<file path="src/rtl/vsp_pkg.sv">
// Shared types and helpers for the framed serial voice-sample port.
package vsp_pkg;
    // PCM sample format chosen by the mode input
    typedef enum logic {
        FMT_COMPANDED = 1'b0,
        FMT_LINEAR    = 1'b1
    } pcm_fmt_e;

    // Number of PCM bits per frame for a given format
    function automatic int unsigned pcm_bits(pcm_fmt_e f, int unsigned lin_w, int unsigned cmp_w);
        return (f == FMT_LINEAR) ? lin_w : cmp_w;
    endfunction
endpackage

</file>
<file path="src/rtl/vsp_sync.sv">
// Multi-bit level synchronizer.
// Assumes each bit is an independent slow level; no bus coherency implied.
module vsp_sync #(
    parameter int N      = 1,
    parameter int STAGES = 2
) (
    input  logic         clk,
    input  logic         rst_n,
    input  logic [N-1:0] d,
    output logic [N-1:0] q
);
    logic [N-1:0] st [STAGES];

    // first stage captures the asynchronous inputs
    always_ff @(posedge clk) begin
        if (!rst_n) st[0] <= '0;
        else        st[0] <= d;
    end

    for (genvar s = 1; s < STAGES; s++) begin : g_stage
        // later stages settle metastability
        always_ff @(posedge clk) begin
            if (!rst_n) st[s] <= '0;
            else        st[s] <= st[s-1];
        end
    end

    assign q = st[STAGES-1];
endmodule

</file>
<file path="src/rtl/vsp_edge.sv">
// Rise/fall detector for synchronized clock levels.
// Assumes inputs come from vsp_sync; outputs are one-cycle pulses.
module vsp_edge #(
    parameter int N = 1
) (
    input  logic         clk,
    input  logic         rst_n,
    input  logic [N-1:0] lvl,
    output logic [N-1:0] rise,
    output logic [N-1:0] fall
);
    logic [N-1:0] prev;

    // remember last level for edge comparison
    always_ff @(posedge clk) begin
        if (!rst_n) prev <= '0;
        else        prev <= lvl;
    end

    assign rise = lvl & ~prev;
    assign fall = ~lvl & prev;
endmodule

</file>
<file path="src/rtl/vsp_tx_lane.sv">
// Transmit shifter for one serial lane.
// Loads the word on the first bit-clock rise that sees the strobe newly high,
// then launches one bit per rise, MSB first; drives 0 and clears active when done.
// Assumes len is in 1..MAXW and MAXW >= 2.
module vsp_tx_lane #(
    parameter int MAXW = 14,
    parameter int LW   = $clog2(MAXW + 1)
) (
    input  logic            clk,
    input  logic            rst_n,
    input  logic            bclk_rise,
    input  logic            sync_lvl,
    input  logic [LW-1:0]   len,
    input  logic [MAXW-1:0] word,
    output logic            dout,
    output logic            active
);
    localparam int IW = $clog2(MAXW);

    logic            sync_q;
    logic            start;
    logic [MAXW-1:0] word_q;
    logic [LW-1:0]   cnt;
    logic            msb_in;
    logic            next_bit;

    assign start    = bclk_rise && sync_lvl && !sync_q;
    assign msb_in   = word[IW'(len - 1'b1)];
    assign next_bit = word_q[IW'(cnt - 1'b1)];

    // frame detection and MSB-first shifting on bit-clock rises
    always_ff @(posedge clk) begin
        if (!rst_n) begin
            sync_q <= 1'b0;
            word_q <= '0;
            cnt    <= '0;
            dout   <= 1'b0;
            active <= 1'b0;
        end else if (bclk_rise) begin
            sync_q <= sync_lvl;
            if (start) begin
                word_q <= word;
                dout   <= msb_in;
                cnt    <= len - 1'b1;
                active <= 1'b1;
            end else if (active) begin
                if (cnt != '0) begin
                    dout <= next_bit;
                    cnt  <= cnt - 1'b1;
                end else begin
                    dout   <= 1'b0;
                    active <= 1'b0;
                end
            end
        end
    end

    // a frame start launches the loaded word's MSB next cycle
    a_r2_msb_launch: assert property (@(posedge clk) disable iff (!rst_n)
        start |=> (active && dout == $past(msb_in)));

    // an idle lane never drives a one
    a_r4_idle_low: assert property (@(posedge clk) disable iff (!rst_n)
        !active |-> (dout == 1'b0));
endmodule

</file>
<file path="src/rtl/vsp_rx_lane.sv">
// Receive shifter for one serial lane.
// Arms on the first bit-clock rise that sees the strobe newly high, samples on
// falls MSB first, and posts the word with a one-cycle valid after len bits.
// A fresh strobe mid-word restarts the lane and drops the partial word.
// Assumes len is in 1..MAXW and MAXW >= 2.
module vsp_rx_lane #(
    parameter int MAXW = 14,
    parameter int LW   = $clog2(MAXW + 1)
) (
    input  logic            clk,
    input  logic            rst_n,
    input  logic            bclk_rise,
    input  logic            bclk_fall,
    input  logic            sync_lvl,
    input  logic [LW-1:0]   len,
    input  logic            din,
    output logic [MAXW-1:0] word,
    output logic            valid
);
    logic            sync_q;
    logic            active;
    logic [LW-1:0]   cnt;
    logic [LW-1:0]   len_q;
    logic [MAXW-1:0] sh;

    // arm on strobe, shift on falls, publish completed words
    always_ff @(posedge clk) begin
        if (!rst_n) begin
            sync_q <= 1'b0;
            active <= 1'b0;
            cnt    <= '0;
            len_q  <= '0;
            sh     <= '0;
            word   <= '0;
            valid  <= 1'b0;
        end else begin
            valid <= 1'b0;
            if (bclk_rise) begin
                sync_q <= sync_lvl;
                if (sync_lvl && !sync_q) begin
                    active <= 1'b1;
                    cnt    <= '0;
                    sh     <= '0;
                    len_q  <= len;
                end
            end
            if (bclk_fall && active) begin
                sh <= {sh[MAXW-2:0], din};
                if (cnt == len_q - 1'b1) begin
                    word   <= {sh[MAXW-2:0], din};
                    valid  <= 1'b1;
                    active <= 1'b0;
                end else begin
                    cnt <= cnt + 1'b1;
                end
            end
        end
    end

    // valid lasts exactly one system cycle
    a_r5_valid_pulse: assert property (@(posedge clk) disable iff (!rst_n)
        valid |=> !valid);

    // bits above the word length are zero when a word is posted
    a_r6_upper_zero: assert property (@(posedge clk) disable iff (!rst_n)
        valid |-> ((word >> len_q) == '0));

    // a new strobe rearms the lane at the MSB position
    a_r8_restart: assert property (@(posedge clk) disable iff (!rst_n)
        (bclk_rise && sync_lvl && !sync_q) |=> (active && cnt == '0));
endmodule

</file>
<file path="src/rtl/voice_serial_port.sv">
// Framed serial voice-sample port: PCM and ADPCM serial links with separate
// bit clocks, shared transmit and receive strobes, switchable 8/14-bit PCM
// and an open-drain ADPCM output released during power-down.
// Assumes bit clocks are much slower than clk (at least 4 clk per half period)
// and that linear_mode changes only between frames.
module voice_serial_port #(
    parameter int LIN_W       = 14,
    parameter int CMP_W       = 8,
    parameter int ADP_W       = 4,
    parameter int SYNC_STAGES = 2
) (
    input  logic             clk,
    input  logic             rst_n,
    input  logic             pd_n,
    input  logic             linear_mode,
    input  logic             pcm_bclk,
    input  logic             adp_bclk,
    input  logic             tx_sync,
    input  logic             rx_sync,
    input  logic [LIN_W-1:0] tx_pcm_word,
    input  logic [ADP_W-1:0] tx_adp_code,
    input  logic             pcm_sdi,
    input  logic             adp_sdi,
    output logic             pcm_sdo,
    output logic             adp_pull_low,
    output logic [LIN_W-1:0] rx_pcm_word,
    output logic             rx_pcm_valid,
    output logic [ADP_W-1:0] rx_adp_code,
    output logic             rx_adp_valid
);
    import vsp_pkg::*;

    localparam int PLW = $clog2(LIN_W + 1);
    localparam int ALW = $clog2(ADP_W + 1);

    logic [5:0] raw_in;
    logic [5:0] syn;
    logic [1:0] ck_rise;
    logic [1:0] ck_fall;
    logic       adp_bit;
    logic       adp_act;
    logic       pcm_act;
    pcm_fmt_e   fmt;
    logic [PLW-1:0] pcm_len;
    logic [ALW-1:0] adp_len;

    assign raw_in  = {adp_sdi, pcm_sdi, rx_sync, tx_sync, adp_bclk, pcm_bclk};
    assign fmt     = pcm_fmt_e'(linear_mode);
    assign pcm_len = PLW'(pcm_bits(fmt, LIN_W, CMP_W));
    assign adp_len = ALW'(ADP_W);

    vsp_sync #(.N(6), .STAGES(SYNC_STAGES)) u_sync (
        .clk(clk), .rst_n(rst_n), .d(raw_in), .q(syn)
    );

    vsp_edge #(.N(2)) u_edge (
        .clk(clk), .rst_n(rst_n), .lvl(syn[1:0]), .rise(ck_rise), .fall(ck_fall)
    );

    vsp_tx_lane #(.MAXW(LIN_W), .LW(PLW)) u_pcm_tx (
        .clk(clk), .rst_n(rst_n), .bclk_rise(ck_rise[0]), .sync_lvl(syn[2]),
        .len(pcm_len), .word(tx_pcm_word), .dout(pcm_sdo), .active(pcm_act)
    );

    vsp_tx_lane #(.MAXW(ADP_W), .LW(ALW)) u_adp_tx (
        .clk(clk), .rst_n(rst_n), .bclk_rise(ck_rise[1]), .sync_lvl(syn[2]),
        .len(adp_len), .word(tx_adp_code), .dout(adp_bit), .active(adp_act)
    );

    vsp_rx_lane #(.MAXW(LIN_W), .LW(PLW)) u_pcm_rx (
        .clk(clk), .rst_n(rst_n), .bclk_rise(ck_rise[0]), .bclk_fall(ck_fall[0]),
        .sync_lvl(syn[3]), .len(pcm_len), .din(syn[4]),
        .word(rx_pcm_word), .valid(rx_pcm_valid)
    );

    vsp_rx_lane #(.MAXW(ADP_W), .LW(ALW)) u_adp_rx (
        .clk(clk), .rst_n(rst_n), .bclk_rise(ck_rise[1]), .bclk_fall(ck_fall[1]),
        .sync_lvl(syn[3]), .len(adp_len), .din(syn[5]),
        .word(rx_adp_code), .valid(rx_adp_valid)
    );

    // open-drain: only zero bits of an active word pull low, never in power-down
    assign adp_pull_low = pd_n && adp_act && !adp_bit;

    // the PCM lane outputs zero whenever it is between words
    a_r4_pcm_idle: assert property (@(posedge clk) disable iff (!rst_n)
        !pcm_act |-> !pcm_sdo);
endmodule

</file>
<file path="config.mk">
export PLATFORM = sky130hd
export DESIGN_NAME = voice_serial_port
export DESIGN_NICKNAME = d
export VERILOG_FILES = /design/src/rtl/vsp_pkg.sv /design/src/rtl/vsp_sync.sv /design/src/rtl/vsp_edge.sv /design/src/rtl/vsp_tx_lane.sv /design/src/rtl/vsp_rx_lane.sv /design/src/rtl/voice_serial_port.sv
export SDC_FILE = /design/constraint.sdc
export NUM_CORES = 1
export LEC_CHECK = 0
export CORE_MARGIN = 3
export CORE_UTILIZATION = 45
export CTS_BUF_LIST = sky130_fd_sc_hd__clkbuf_4
export CTS_CLUSTER_SIZE = 30
export DETAILED_ROUTE_END_ITERATION = 6
export PLACE_DENSITY = 0.67
export SLEW_MARGIN = 30
export SYNTH_ARGS = -nofsm -noshare
export SYNTH_HDL_FRONTEND = slang
export SYNTH_SLANG_ARGS = --single-unit
</file>
<file path="constraint.sdc">
create_clock -name clk -period 2.05 [get_ports clk]
set_input_delay 0.41 -clock clk [delete_from_list [all_inputs] [get_ports clk]]
set_output_delay 0.41 -clock clk [all_outputs]
set_load 0.02 [all_outputs]
</file>
# Word level (Yosys, flattened, before mapping)
# Memories as Yosys holds them, arrays and structs flattened.
# Cells that the tools add are included.
[totals]
ff_bits = 85
ramBits = 12
input_bits = 28
out_inout_bits = 22
elab_cells = 136
n_memories = 1
[op_classes]
n_addsub = 7
order_cmp = 3
eq_ne = 2
n_mux = 53
n_bitwise = 6
reduce_logical = 39
[mem_list]
columns = ["memory", "depth", "word_bits", "rd", "rd_clocked_by_memory_dff", "write_ports", "line_no", "source"]
rows = [
  ["u_sync.st", 2, 6, 2, 0, 2, "vsp_sync.sv:12", "logic [N-1:0] st [STAGES];"],
]
[op_table]
columns = ["cell", "n"]
rows = [
  ["13-bit 2-to-1 mux", 3],
  ["3-bit 2-to-1 mux", 11],
  ["4-bit 2-to-1 mux", 7],
  ["1-bit 2-to-1 mux", 27],
  ["2-bit AND reduction", 12],
  ["2-bit nonzero test", 8],
  ["6-bit 2-to-1 mux", 2],
  ["4-bit by 1-bit subtractor with 4-bit output, second input constant", 3],
  ["1-bit logical AND", 10],
  ["4-bit by 5-bit < comparator with 1-bit output, second input constant", 2],
  ["1-bit binary-select mux with 4-bit select", 2],
  ["3-bit AND reduction", 2],
  ["3-bit by 1-bit subtractor with 3-bit output, second input constant", 2],
  ["1-bit logical NOT", 5],
  ["4-bit by 1-bit adder with 4-bit output, second input constant", 1],
  ["2-bit bitwise AND", 2],
  ["4-bit equality test", 1],
  ["2-bit NOT", 2],
  ["4-bit nonzero test", 1],
  ["3-bit by 1-bit adder with 3-bit output, second input constant", 1],
  ["3-bit equality test", 1],
  ["2-bit by 3-bit < comparator with 1-bit output, second input constant", 1],
  ["3-bit nonzero test", 1],
  ["1-bit binary-select mux with 2-bit select", 1],
  ["1-bit OR", 2],
]

# Logic depth before layout (Yosys ltp)
[depth]
ltp_word = 6
ltp_mapped = 8
ltp_nobuf = 7

# Cells and area by module
# A second synthesis with hierarchy kept.
[unflattened]
cells_unflattened = 487
hier_area_um2 = 4435.5
[modules_own_cells]
columns = ["mod", "n_inst", "cells_each", "area_each_um2", "seq_area_each_um2"]
rows = [
  ["vsp_rx_lane at u_pcm_rx", 1, 184, 1621.6, 760.7],
  ["vsp_tx_lane at u_pcm_tx", 1, 131, 1146.1, 420.4],
  ["vsp_rx_lane at u_adp_rx", 1, 76, 688.2, 320.3],
  ["vsp_tx_lane at u_adp_tx", 1, 60, 549.3, 200.2],
  ["vsp_sync", 1, 25, 336.6, 240.2],
  ["vsp_edge", 1, 8, 77.6, 40.0],
  ["voice_serial_port", 1, 3, 16.3, 0.0],
]

# Least setup slack after synthesis
# Ideal clock, no wire load.
[synth_timing]
path_kind = "register to register"
from = "register u_pcm_tx.cnt[0]"
to = "register u_pcm_tx.dout"
setup_ns = 0.115
arrival_ns = 1.582
required_ns = 1.935
setup_slack_ns = 0.353
path_stages_with_launch = 8
path_buffers = 1
period_less_slack_ns = 1.697
cell_sequence = "dfxtp_1 buf_6 inv_1 ha_1 mux4_2 a211oi_1 a2111oi_0 o21a_1"
[synth_via]
elab_chain_len = 6
word_cells_on_any_way = 7
cone_classes = "1 x add/sub; 5 x mux; 1 x reduce/logical"
[synth_rtl]
columns = ["item", "line_no", "source"]
rows = [
  ["start, declared", "vsp_tx_lane.sv:23", "logic [LW-1:0] cnt;"],
  ["start signal, assigned", "vsp_tx_lane.sv:44", "cnt <= len - 1'b1;"],
  ["start signal, assigned", "vsp_tx_lane.sv:49", "cnt <= cnt - 1'b1;"],
  ["4-bit by 1-bit subtractor with 4-bit output", "vsp_tx_lane.sv:29", "assign next_bit = word_q[IW'(cnt - 1'b1)];"],
  ["1-bit binary-select mux with 4-bit select", "vsp_tx_lane.sv:29", ""],
  ["1-bit 2-to-1 mux (implied by the code)", "vsp_tx_lane.sv:29", ""],
  ["1-bit 2-to-1 mux *", "vsp_tx_lane.sv:47", "if (cnt != '0) begin"],
  ["1-bit 2-to-1 mux *", "vsp_tx_lane.sv:46", "end else if (active) begin"],
  ["1-bit 2-to-1 mux *", "vsp_tx_lane.sv:41", "if (start) begin"],
  ["end signal, assigned", "vsp_tx_lane.sv:43", "dout <= msb_in;"],
  ["end signal, assigned", "vsp_tx_lane.sv:48", "dout <= next_bit;"],
  ["end, declared", "vsp_tx_lane.sv:15", "output logic dout,"],
]
# Mark *: on every way between the ends. The rest lies on a longest branch, timed or not. The select of a mux whose other input is x is not followed.
# A chain may end at the register's enable or synchronous reset.

# Worst setup path after layout
[layout_timing]
from = "register u_pcm_rx.word[6]"
to = "output port rx_pcm_word[6]"
[layout_lines]
columns = ["item", "line_no", "source"]
rows = [
  ["start, declared", "vsp_rx_lane.sv:17", "output logic [MAXW-1:0] word,"],
  ["start signal, assigned", "vsp_rx_lane.sv:50", "word <= {sh[MAXW-2:0], din};"],
  ["end, declared", "voice_serial_port.sv:26", "output logic [LIN_W-1:0] rx_pcm_word,"],
]
# No word-level cell between the ends.

==> flow_summary.yaml <==
timing:
  fin_crit_ps: 1810
  relSlewSlack_pct: 45.4
  rsz0062_at_grt: "false"
  finalSetupViolCount: 0
  fmaxAchievable_mhz: 554
  hold_violations: 0
  slew_violations: 0
  fin_hold_ws_ps: 443
  period_share_pct: 88.1
  clock_skew_ps: 21.4
  finalSetupTns_ps: 0
  worst_pin_slew_ps: 815
grt:
  grtUsageTotal_pct: 15.1
  grt_pass1_wl_mm: 11.0
  grt_pass1_vias: 2494
  grt-ovfl-total: 0
  grt_antenna_before_repair: 0
  grt_max_degree: 35
die:
  rows: 32
  coreArea_um2: 7770
  dieWidth_um: 95.6
  die_h_um: 95.6
  start_util_pct: 46.5
  fp.dieArea_um2: 9130
  io_pins: 50
place:
  dpl.hpwl_mm: 4.47
  port_buffers: 49
  place.gp.congestion: 0.793
power_and_ir_drop:
  cellLeakagePower_nw: 1.58
  powerDensity_nw_per_um2: 655
  max-vdd-ir-drop_uv: 309
  total_power_w: 0.00283
logic_synthesis:
  yosysWarningCount: 0
  synth_nets: 401
  seq_area_frac_synth_pct: 52.7
  synthDistinctLibCells: 42
  synthMostInstantiatedCell: "dfxtp_1"
  synthArstFlopShare_pct: 0
  synth_edf_count: 0
  synth_area_um2: 3610
  post_synth.cell_area_avg_um2: 9.81
  syn_inst: 368
  synthTopCellsByArea: "dfxtp_1 53%, nor2_1 4.4%, a21oi_1 4.2%"
  yosys_register_bits: 95
  synth_top_flop_cell: "dfxtp_1"
  synth_area_leader_cell: "dfxtp_1"
  ys_top_cells_by_count: "95 x dfxtp_1, 42 x nor2_1, 40 x nand2_1, 30 x a21oi_1, 17 x a22oi_1"
  synth_top_area_share_pct: 52.7
clock_tree:
  cts_tree: "built"
  postCtsHoldBufs: 0
  clkSinkCount: 95
  cts_max_path_buffers: 2
  htreeDepth: 3
  root_buffer: "clkbuf_4"
  clk_pin_slew_ps: 150
  cts_buffers: 9
  clkLatencyLatePin_ps: 420
outcome:
  outcome: "completed"
routing:
  route.vias.total: 2682
  wl_met3_um: 252
  routed.top_layer: "met4"
  detail-route-antenna-nets: 0
  drt-total-wl_mm: 6.41
  drt_pass1_iterations: 4
  first_iter_violations: 107
  via_per_inst: 5.10
  avgRoutedWirePerCell_um: 12.2
  drcViolationCount: 0
  met2_wirelength_mm: 2.91
  drt-met1-wl_mm: 3.16
worst_setup_path:
  path_class: "flip-flop to output port"
  critical_path_buf_inv_count: 1
  rrSetupSlack_ps: 260
  path_delay_family: "buffers and inverters"
  required_ps: 1640
  crit_arrival_ps: 1400
  cp_slowest_cell: "clkdlybuf4s50_1"
  setup.worst_path.end_class: "output port"
  worstPathMaxFanout: 2
  cp-start-kind: "flip-flop"
  crit_path_cell_trace: "clkdlybuf4s50_1"
  critPathMaxStageDelay_ps: 610
layout:
  final_util_pct: 55.6
  n_antenna_cell: 0
  layout-drive-gt1-share_pct: 8.49
  multi_input_area_um2: 1570
  fin_nets: 453
  area_growth_pct: 19.7
  final-seq-area_um2: 1900
  fillCellCount: 762
job:
  drv_cap: 0
worst_hold_path:
  hold_path_class: "flip-flop to flip-flop"
sequential cells by signal, indices dropped and copies added (netlist names), 4 cells and up:
register,flops
u_pcm_tx.cnt,4
u_pcm_rx.sh,13
u_pcm_rx.word,14
u_sync.st,12
u_adp_rx.word,4
u_pcm_rx.cnt,4
u_adp_tx.word_q,4
u_pcm_tx.word_q,14
per-stage QoR:
step	area [um^2]	worst slack [ps]	std cells
after floorplan	3610	353	368
after global placement	4210	43.1	511
after detailed placement	4210	24.5	511
after CTS	4320	20.9	526
after global routing	4320	112	526
final	4320	244	526
what timing repair did:
item                                    in CTS  in global routing
resized for setup                            0                  1
endpoints found under the setup margin       0                  1
setup buffers                                0                  0
endpoints found under the hold margin        0                  0
layer usage:
layer,up-vias,track usage (%)
met5,-,0
met1,1239,19.5
met3,10,3.31
met4,0,5.33
li1,1383,-
met2,50,24.7
layout make-up:
cell class	count	area share (%)
clock inverters	6	0.898
repair buffers	61	13.5
inverters	7	0.608
multi-input cells	246	36.4
clock buffers	9	1.56
flip-flops and latches	95	44.0
well taps	102	2.95
cells in the final DEF, fill, tap and decap left out, drive strengths merged, types with 2 or more instances in the layout:
master and instances:
dfxtp 95, clkdlybuf4s50 48, nor2 43, nand2 40, a21oi 31, a22oi 17
and2 15, a22o 14, mux2i 13, buf 12, clkbuf 9, nand2b 8
inv 6, o21ai 6, o21a 5, xnor2 5, ha 5, nor3b 5
nand3b 4, nand3 4, a211oi 4, mux4 4, clkinv 4, xor2 3
and3b 3, and3 3, clkinvlp 3, nor3 3, nor2b 2, a2111oi 2
report_power, final:
part	switching (W)	leakage [nW]	internal, W
sequential	0.00000996	0.768	0.00187
clock	0.000582	0.0491	0.000237
combinational	0.0000602	0.763	0.0000754
total	0.000652	1.58	0.00218
cells by family (layout without fill, tap and decap cells):
logic type               after synthesis  after routing  share of synthesized area [%]
flip-flops                            95             95                           52.7
XOR/XNOR                               8              8                           1.94
buffers and inverters                 27             83                           3.71
AND/OR/NAND/NOR                      131            131                           17.9
AO/OA/AOI/OAI                         85             85                           15.9
adder cells (fa/ha/maj)                5              5                           1.73
multiplexers                          17             17                           6.10
final timing paths:
kind | from | to | cells after the start
setup reg to reg | u_pcm_tx.cnt[1]$_SDFFE_PN0P_ | u_pcm_tx.dout$_SDFFE_PN0P_ | 6
hold / removal | u_sync.st[0][1]$_SDFF_PN0_ | u_sync.st[1][1]$_SDFF_PN0_ | 1
hold reg to reg | u_sync.st[0][1]$_SDFF_PN0_ | u_sync.st[1][1]$_SDFF_PN0_ | 1
setup / recovery | u_pcm_rx.word[6]$_SDFFE_PN0P_ | rx_pcm_word[6] | 1
Power figures use the tool's default switching activity.
